===== config.mk =====
export PLATFORM = sky130hd
export DESIGN_NAME = rf_mbox_issuer
export DESIGN_NICKNAME = d
export VERILOG_FILES = /design/src/rtl/rfmb_pkg.sv /design/src/rtl/rfmb_cmd_pack.sv /design/src/rtl/rfmb_poll_budget.sv /design/src/rtl/rf_mbox_issuer.sv
export SDC_FILE = /design/constraint.sdc
export NUM_CORES = 1
export LEC_CHECK = 0
export ABC_AREA = 0
export BUFFER_PORTS_ARGS = -buffer_cell sky130_fd_sc_hd__buf_2
export CORE_AREA = 2 2 82 84
export DETAILED_ROUTE_END_ITERATION = 16
export DIE_AREA = 0 0 84 86
export GPL_ROUTABILITY_DRIVEN = 0
export HOLD_SLACK_MARGIN = 0.12
export PLACE_DENSITY = 0.84
export SYNTH_ARGS = -nofsm -noshare
export SYNTH_HDL_FRONTEND = slang
export SYNTH_SLANG_ARGS = --single-unit
export TNS_END_PERCENT = 10

===== constraint.sdc =====
create_clock -name clk -period 4 [get_ports clk]
set_clock_uncertainty 0.05 [all_clocks]
set_input_delay 0.4 -clock clk [delete_from_list [all_inputs] [get_ports clk]]
set_output_delay 0.4 -clock clk [all_outputs]
set_load 0.1 [all_outputs]

===== src/rtl/rfmb_pkg.sv =====
// Shared definitions for the RF command mailbox issuer.
// Assumes a 32-bit mailbox whose field positions are decoded by the
// controller that executes the commands, so the positions are fixed.
package rfmb_pkg;
    localparam int WORD_W   = 32;
    localparam int DATA_LSB = 0;
    localparam int DATA_W   = 12;
    localparam int ADDR_LSB = 12;
    localparam int ADDR_W   = 8;
    localparam int PATH_LSB = 20;
    localparam int PATH_W   = 2;
    localparam int DIR_BIT  = 22;
    localparam int TRIG_BIT = 31;

    typedef struct packed {
        logic              write;
        logic [PATH_W-1:0] path;
        logic [ADDR_W-1:0] addr;
        logic [DATA_W-1:0] wdata;
    } rfmb_req_t;

    typedef enum logic [2:0] {
        ST_IDLE,
        ST_PRE_POLL,
        ST_PRE_WAIT,
        ST_ISSUE,
        ST_POST_POLL,
        ST_POST_WAIT,
        ST_FETCH
    } rfmb_state_e;
endpackage


===== src/rtl/rfmb_cmd_pack.sv =====
// Packs a latched request into the mailbox command word.
// Assumes: purely combinational, and the trigger bit is always set.
module rfmb_cmd_pack
    import rfmb_pkg::*;
(
    input  rfmb_req_t          req,
    output logic [WORD_W-1:0]  word
);
    // Place every field at its decoded position and clear the unused bits.
    always_comb begin
        word                        = '0;
        word[DATA_LSB +: DATA_W]    = req.write ? req.wdata : '0;
        word[ADDR_LSB +: ADDR_W]    = req.addr;
        word[PATH_LSB +: PATH_W]    = req.path;
        word[DIR_BIT]               = req.write;
        word[TRIG_BIT]              = 1'b1;
    end
endmodule


===== src/rtl/rfmb_poll_budget.sv =====
// Retry budget and inter-poll gap timer.
// Assumes: POLL_GAP >= 1; 'bump' marks a busy observation that still had
// budget, and restarts the gap timer; 'clear' starts a new request.
module rfmb_poll_budget #(
    parameter int POLL_LIMIT = 100,
    parameter int POLL_GAP   = 1000
) (
    input  logic clk,
    input  logic rst_n,
    input  logic clear,
    input  logic bump,
    output logic exhausted,
    output logic gap_done
);
    localparam int CNT_W = $clog2(POLL_LIMIT + 1) < 1 ? 1 : $clog2(POLL_LIMIT + 1);
    localparam int GAP_W = $clog2(POLL_GAP + 1) < 1 ? 1 : $clog2(POLL_GAP + 1);

    logic [CNT_W-1:0] retry_cnt;
    logic [GAP_W-1:0] gap_cnt;

    // Running retry count, shared by every polling phase of one request.
    always_ff @(posedge clk) begin
        if (!rst_n || clear) retry_cnt <= '0;
        else if (bump)       retry_cnt <= retry_cnt + 1'b1;
    end

    // Gap timer: restarts on each bump, saturates at POLL_GAP-1.
    always_ff @(posedge clk) begin
        if (!rst_n || bump)                          gap_cnt <= '0;
        else if (gap_cnt != GAP_W'(POLL_GAP - 1))    gap_cnt <= gap_cnt + 1'b1;
    end

    assign exhausted = (retry_cnt == CNT_W'(POLL_LIMIT));
    assign gap_done  = (gap_cnt == GAP_W'(POLL_GAP - 1));
endmodule


===== src/rtl/rf_mbox_issuer.sv =====
// RF command mailbox issuer: polls the mailbox, issues one packed command,
// and for reads waits for completion and fetches the data register.
// Assumes: register-port read data is combinational and valid in the cycle
// of reg_rd_en; one request in flight; POLL_GAP given in clock cycles.
module rf_mbox_issuer
    import rfmb_pkg::*;
#(
    parameter int POLL_LIMIT = 100,
    parameter int POLL_GAP   = 1000
) (
    input  logic        clk,
    input  logic        rst_n,
    input  logic        req_valid,
    output logic        req_ready,
    input  logic        req_write,
    input  logic [1:0]  req_path,
    input  logic [7:0]  req_addr,
    input  logic [11:0] req_wdata,
    output logic        done,
    output logic [31:0] done_rdata,
    output logic        done_timeout,
    output logic        reg_rd_en,
    output logic        reg_wr_en,
    output logic        reg_sel,
    output logic [31:0] reg_wdata,
    input  logic [31:0] reg_rdata
);
    rfmb_state_e       state;
    rfmb_req_t         req_q;
    logic              tmo_q;
    logic              take;
    logic              busy_seen;
    logic              bump;
    logic              exhausted;
    logic              gap_done;
    logic [WORD_W-1:0] cmd_word;

    assign take      = (state == ST_IDLE) && req_valid;
    assign busy_seen = reg_rdata[TRIG_BIT];
    assign bump      = ((state == ST_PRE_POLL) || (state == ST_POST_POLL))
                       && busy_seen && !exhausted;

    rfmb_cmd_pack u_pack (
        .req  (req_q),
        .word (cmd_word)
    );

    rfmb_poll_budget #(
        .POLL_LIMIT (POLL_LIMIT),
        .POLL_GAP   (POLL_GAP)
    ) u_budget (
        .clk       (clk),
        .rst_n     (rst_n),
        .clear     (take),
        .bump      (bump),
        .exhausted (exhausted),
        .gap_done  (gap_done)
    );

    // Register-port strobes decoded from the current state.
    always_comb begin
        reg_rd_en = (state == ST_PRE_POLL) || (state == ST_POST_POLL) || (state == ST_FETCH);
        reg_wr_en = (state == ST_ISSUE);
        reg_sel   = (state == ST_FETCH);
        reg_wdata = cmd_word;
    end

    assign req_ready = (state == ST_IDLE);

    // Sequencer: handshake, poll, issue, completion wait, result capture.
    always_ff @(posedge clk) begin
        if (!rst_n) begin
            state        <= ST_IDLE;
            req_q        <= '0;
            tmo_q        <= 1'b0;
            done         <= 1'b0;
            done_rdata   <= '0;
            done_timeout <= 1'b0;
        end else begin
            done <= 1'b0;
            unique case (state)
                ST_IDLE: begin
                    if (req_valid) begin
                        req_q <= '{write: req_write, path: req_path,
                                   addr: req_addr, wdata: req_wdata};
                        tmo_q <= 1'b0;
                        state <= ST_PRE_POLL;
                    end
                end
                ST_PRE_POLL: begin
                    if (!busy_seen) begin
                        state <= ST_ISSUE;
                    end else if (exhausted) begin
                        tmo_q <= 1'b1;
                        state <= ST_ISSUE;
                    end else begin
                        state <= ST_PRE_WAIT;
                    end
                end
                ST_PRE_WAIT: begin
                    if (gap_done) state <= ST_PRE_POLL;
                end
                ST_ISSUE: begin
                    if (req_q.write) begin
                        done         <= 1'b1;
                        done_rdata   <= '0;
                        done_timeout <= tmo_q;
                        state        <= ST_IDLE;
                    end else begin
                        state <= ST_POST_POLL;
                    end
                end
                ST_POST_POLL: begin
                    if (!busy_seen) begin
                        state <= ST_FETCH;
                    end else if (exhausted) begin
                        done         <= 1'b1;
                        done_rdata   <= '0;
                        done_timeout <= 1'b1;
                        state        <= ST_IDLE;
                    end else begin
                        state <= ST_POST_WAIT;
                    end
                end
                ST_POST_WAIT: begin
                    if (gap_done) state <= ST_POST_POLL;
                end
                ST_FETCH: begin
                    done         <= 1'b1;
                    done_rdata   <= reg_rdata;
                    done_timeout <= tmo_q;
                    state        <= ST_IDLE;
                end
                default: state <= ST_IDLE;
            endcase
        end
    end
endmodule


==> flow_metrics.py <==
metrics = {
    "clocking": {
        "cts_buffers": 9,
        "clk_pin_slew_ns": 0.09,
        "cts_resized": 0,
        "cts_tree": "done",
        "htree_levels": 3,
        "cts-hold-fix-buffers": 0,
        "clock_latency_ns": 0.34,
        "clock_path_buffers": 2,
        "cts.sink_count": 78,
        "root_buffer": "clkbuf_8",
        "postCtsSetupBuffers": 0,
    },
    "worst_setup_path": {
        "worstPathRequired_ns": 3.55,
        "cp.arrival_ns": 1.95,
        "crit_start": "state[0]$_SDFFE_PN0P_",
        "cp_slowest_stage_delay_ns": 0.59,
        "critPathSlowestCell": "dfxtp_1",
        "worstSetupStartpointType": "flop",
        "path_class": "flop to output port",
        "path_max_fanout": 12,
        "path_cells": "inv_1 -> nor3_1 -> buf_2",
        "crit_buf_inv": 2,
        "r2r_slack_ns": 1.61,
        "crit_family": "buffers and inverters",
        "r2r_start": "state[2]$_SDFFE_PN0P_",
        "end_kind": "output port",
    },
    "sta": {
        "hold_viol_final": 0,
        "fmax_mhz": 416,
        "setup_ws_ns": 1.60,
        "finalSetupViolations": 0,
        "relSlewSlack_pct": 27.1,
        "grt_setup_unrepaired": "no",
        "finalCritPeriodShare_pct": 60.1,
        "worstMarginPinSlew_ns": 1.09,
        "fin_tns_setup_ns": 0,
        "drv_slew": 0,
        "fin_crit_ns": 2.40,
    },
    "floorplanning": {
        "dieArea_sq_mm": 0.00722,
        "io_pins": 128,
        "die_h_um": 86,
        "core_area_sq_mm": 0.00628,
        "rows": 29,
        "start_util_pct": 51.4,
        "die_w_um": 84,
    },
    "grt": {
        "grt_pass1_vias": 2588,
        "overflow": 0,
        "grt_start_max_net_pins": 33,
        "track_usage_pct": 19.4,
        "grt_pass1_wl_um": 11400,
        "antenna_found_initial": 0,
    },
    "synthesis": {
        "async_reset_ff_share_pct": 0,
        "synth_seq_cells": 78,
        "ys_seq_area_share_pct": 48.4,
        "synth-edff-count": 0,
        "mappedNetlistArea_sq_mm": 0.00323,
        "netlist_instances": 350,
        "synth.distinct_cells": 46,
        "yosysWarnings": 0,
        "synth-main-ff-cell": "dfxtp_1",
        "syn_area_per_cell_sq_um": 9.23,
    },
    "drt": {
        "postRouteAntennaNets": 0,
        "drc": 0,
        "wl_um": 7130,
        "viasPerCell": 5.20,
        "first_pass_iters": 4,
        "drtIter0Drc": 109,
        "wire_per_inst_um": 13.4,
        "vias": 2754,
    },
    "layout": {
        "postLayoutCellArea_sq_mm": 0.00388,
        "layout-area-overhead-vs-synth_pct": 20.0,
        "final_cell_mix": "buf_2, dfxtp_1, nand2_1, a22o_1, a21oi_1",
        "n_antenna_cell": 0,
        "final_common_cell": "buf_2",
        "drive_gt1_share_pct": 32.5,
        "nFillCells": 534,
        "nets": 509,
    },
    "run_status": {
        "status": "finished, final reports clean",
    },
    "power_and_ir_drop": {
        "leakagePower_uw": 0.00178,
        "vdd_drop_max_uv": 418,
        "power.density_mw_per_mm2": 601,
    },
    "min_path": {
        "hold_path_class": "primary input to flop",
        "hp-start": "reg_rdata[9]",
    },
    "placed_design": {
        "dp_hpwl_um": 5040,
        "dpl-instance-area_sq_mm": 0.00370,
        "dp_slack_ns": 1.62,
        "io_buffers": 118,
    },
    "job": {
        "max_cap_viol_count": 0,
    },
}
==> Yosys cell counts, types with 3 or more instances <==
master | instances | area share [%]
clkbuf_1 | 9 | 1.0
xor2_1 | 7 | 1.9
ha_1 | 3 | 1.2
nor2_1 | 14 | 1.6
nand2b_1 | 3 | 0.58
nand2_1 | 59 | 6.9
and2_1 | 15 | 2.9
nand4_1 | 6 | 1.2
a211oi_1 | 3 | 0.70
buf_2 | 5 | 0.77
o21ai_0 | 5 | 0.77
inv_1 | 7 | 0.81
dfxtp_1 | 78 | 48
buf_4 | 20 | 4.6
nor3_1 | 4 | 0.62
a22o_1 | 30 | 8.1
nand3_1 | 6 | 0.93
mux2i_1 | 3 | 0.93
xnor2_1 | 5 | 1.4
a21oi_1 | 28 | 4.3
buf_6 | 4 | 1.4
or3_1 | 3 | 0.58
and3_1 | 4 | 0.77
==> final timing paths <==
| kind | endpoint | cells past startpoint |
|---|---|---|
| worst max register to register | done_rdata[15]$_SDFFE_PN0P_ | 4 |
| worst min register to register | req_q[2]$_SDFFE_PN0P_ | 2 |
| worst max-delay path | reg_wr_en | 3 |
| worst min-delay path | done_rdata[9]$_SDFFE_PN0P_ | 2 |
==> report_power, final <==
group	internal [uW]	switching [uW]	total, uW
Combinational	172	680	852
Clock	231	303	534
Sequential	856	85.9	942
Total	1260	1070	2330
==> per-stage QoR <==
step                hold WS [ns]  util, %  std cells  total power [uW]
finish                     0.206     61.8        530              2330
global route               0.206     61.8        530              2440
CTS                        0.201     61.8        530              2340
detailed placement         0.393     58.9        514              1810
global placement           0.388     58.9        514              1800
floorplan                  0.382        -        357              1720
==> cell type report <==
cell class                      count  area [sq um]  area share, %
Clock buffer                        9           124           3.20
Timing Repair Buffer              119           598           15.4
Clock inverter                      7          55.1           1.42
Sequential cell                    78          1560           40.3
Tap cell                           77          96.3           2.49
Multi-Input combinational cell    231          1410           36.3
Inverter                            9          33.8          0.872
==> registers in the layout, indices dropped and copies added (netlist names) <==
| name | cells |
|---|---|
| u_budget.retry_cnt | 7 |
| state | 3 |
| done | 1 |
| u_budget.gap_cnt | 10 |
| tmo_q | 1 |
| req_q | 23 |
| done_rdata | 32 |
| done_timeout | 1 |
==> cell families (layout without fill, tap and decap cells) <==
family	Yosys count	in the layout	share of synthesized area [%]
AO/OA/AOI/OAI	79	79	17.6
other	2	9	0.233
flip-flops	78	78	48.4
AND/OR/NAND/NOR	125	125	19.5
multiplexers	3	3	0.930
buffers and inverters	48	144	9.03
adder cells (fa/ha/maj)	3	3	1.16
XOR/XNOR	12	12	3.25
==> per-layer routing <==
metal / GRT usage (%) / part of all wire (%) / up-vias
met2: 34.3 / 50 / 73
met3: 4.43 / 4.6 / 16
met5: 0 / 0 / -
met1: 22.2 / 43 / 1294
li1: - / - / 1371
met4: 9.68 / 2.6 / 0
==> worst reg2reg max path: stages (launching register included) <==
cell	delay, ns
dfxtp_1	0.57
nand2b_1	0.20
or4_4	0.56
and3_1	0.54
a22o_2	0.37
No activity file was read; power rests on OpenSTA's default activity.
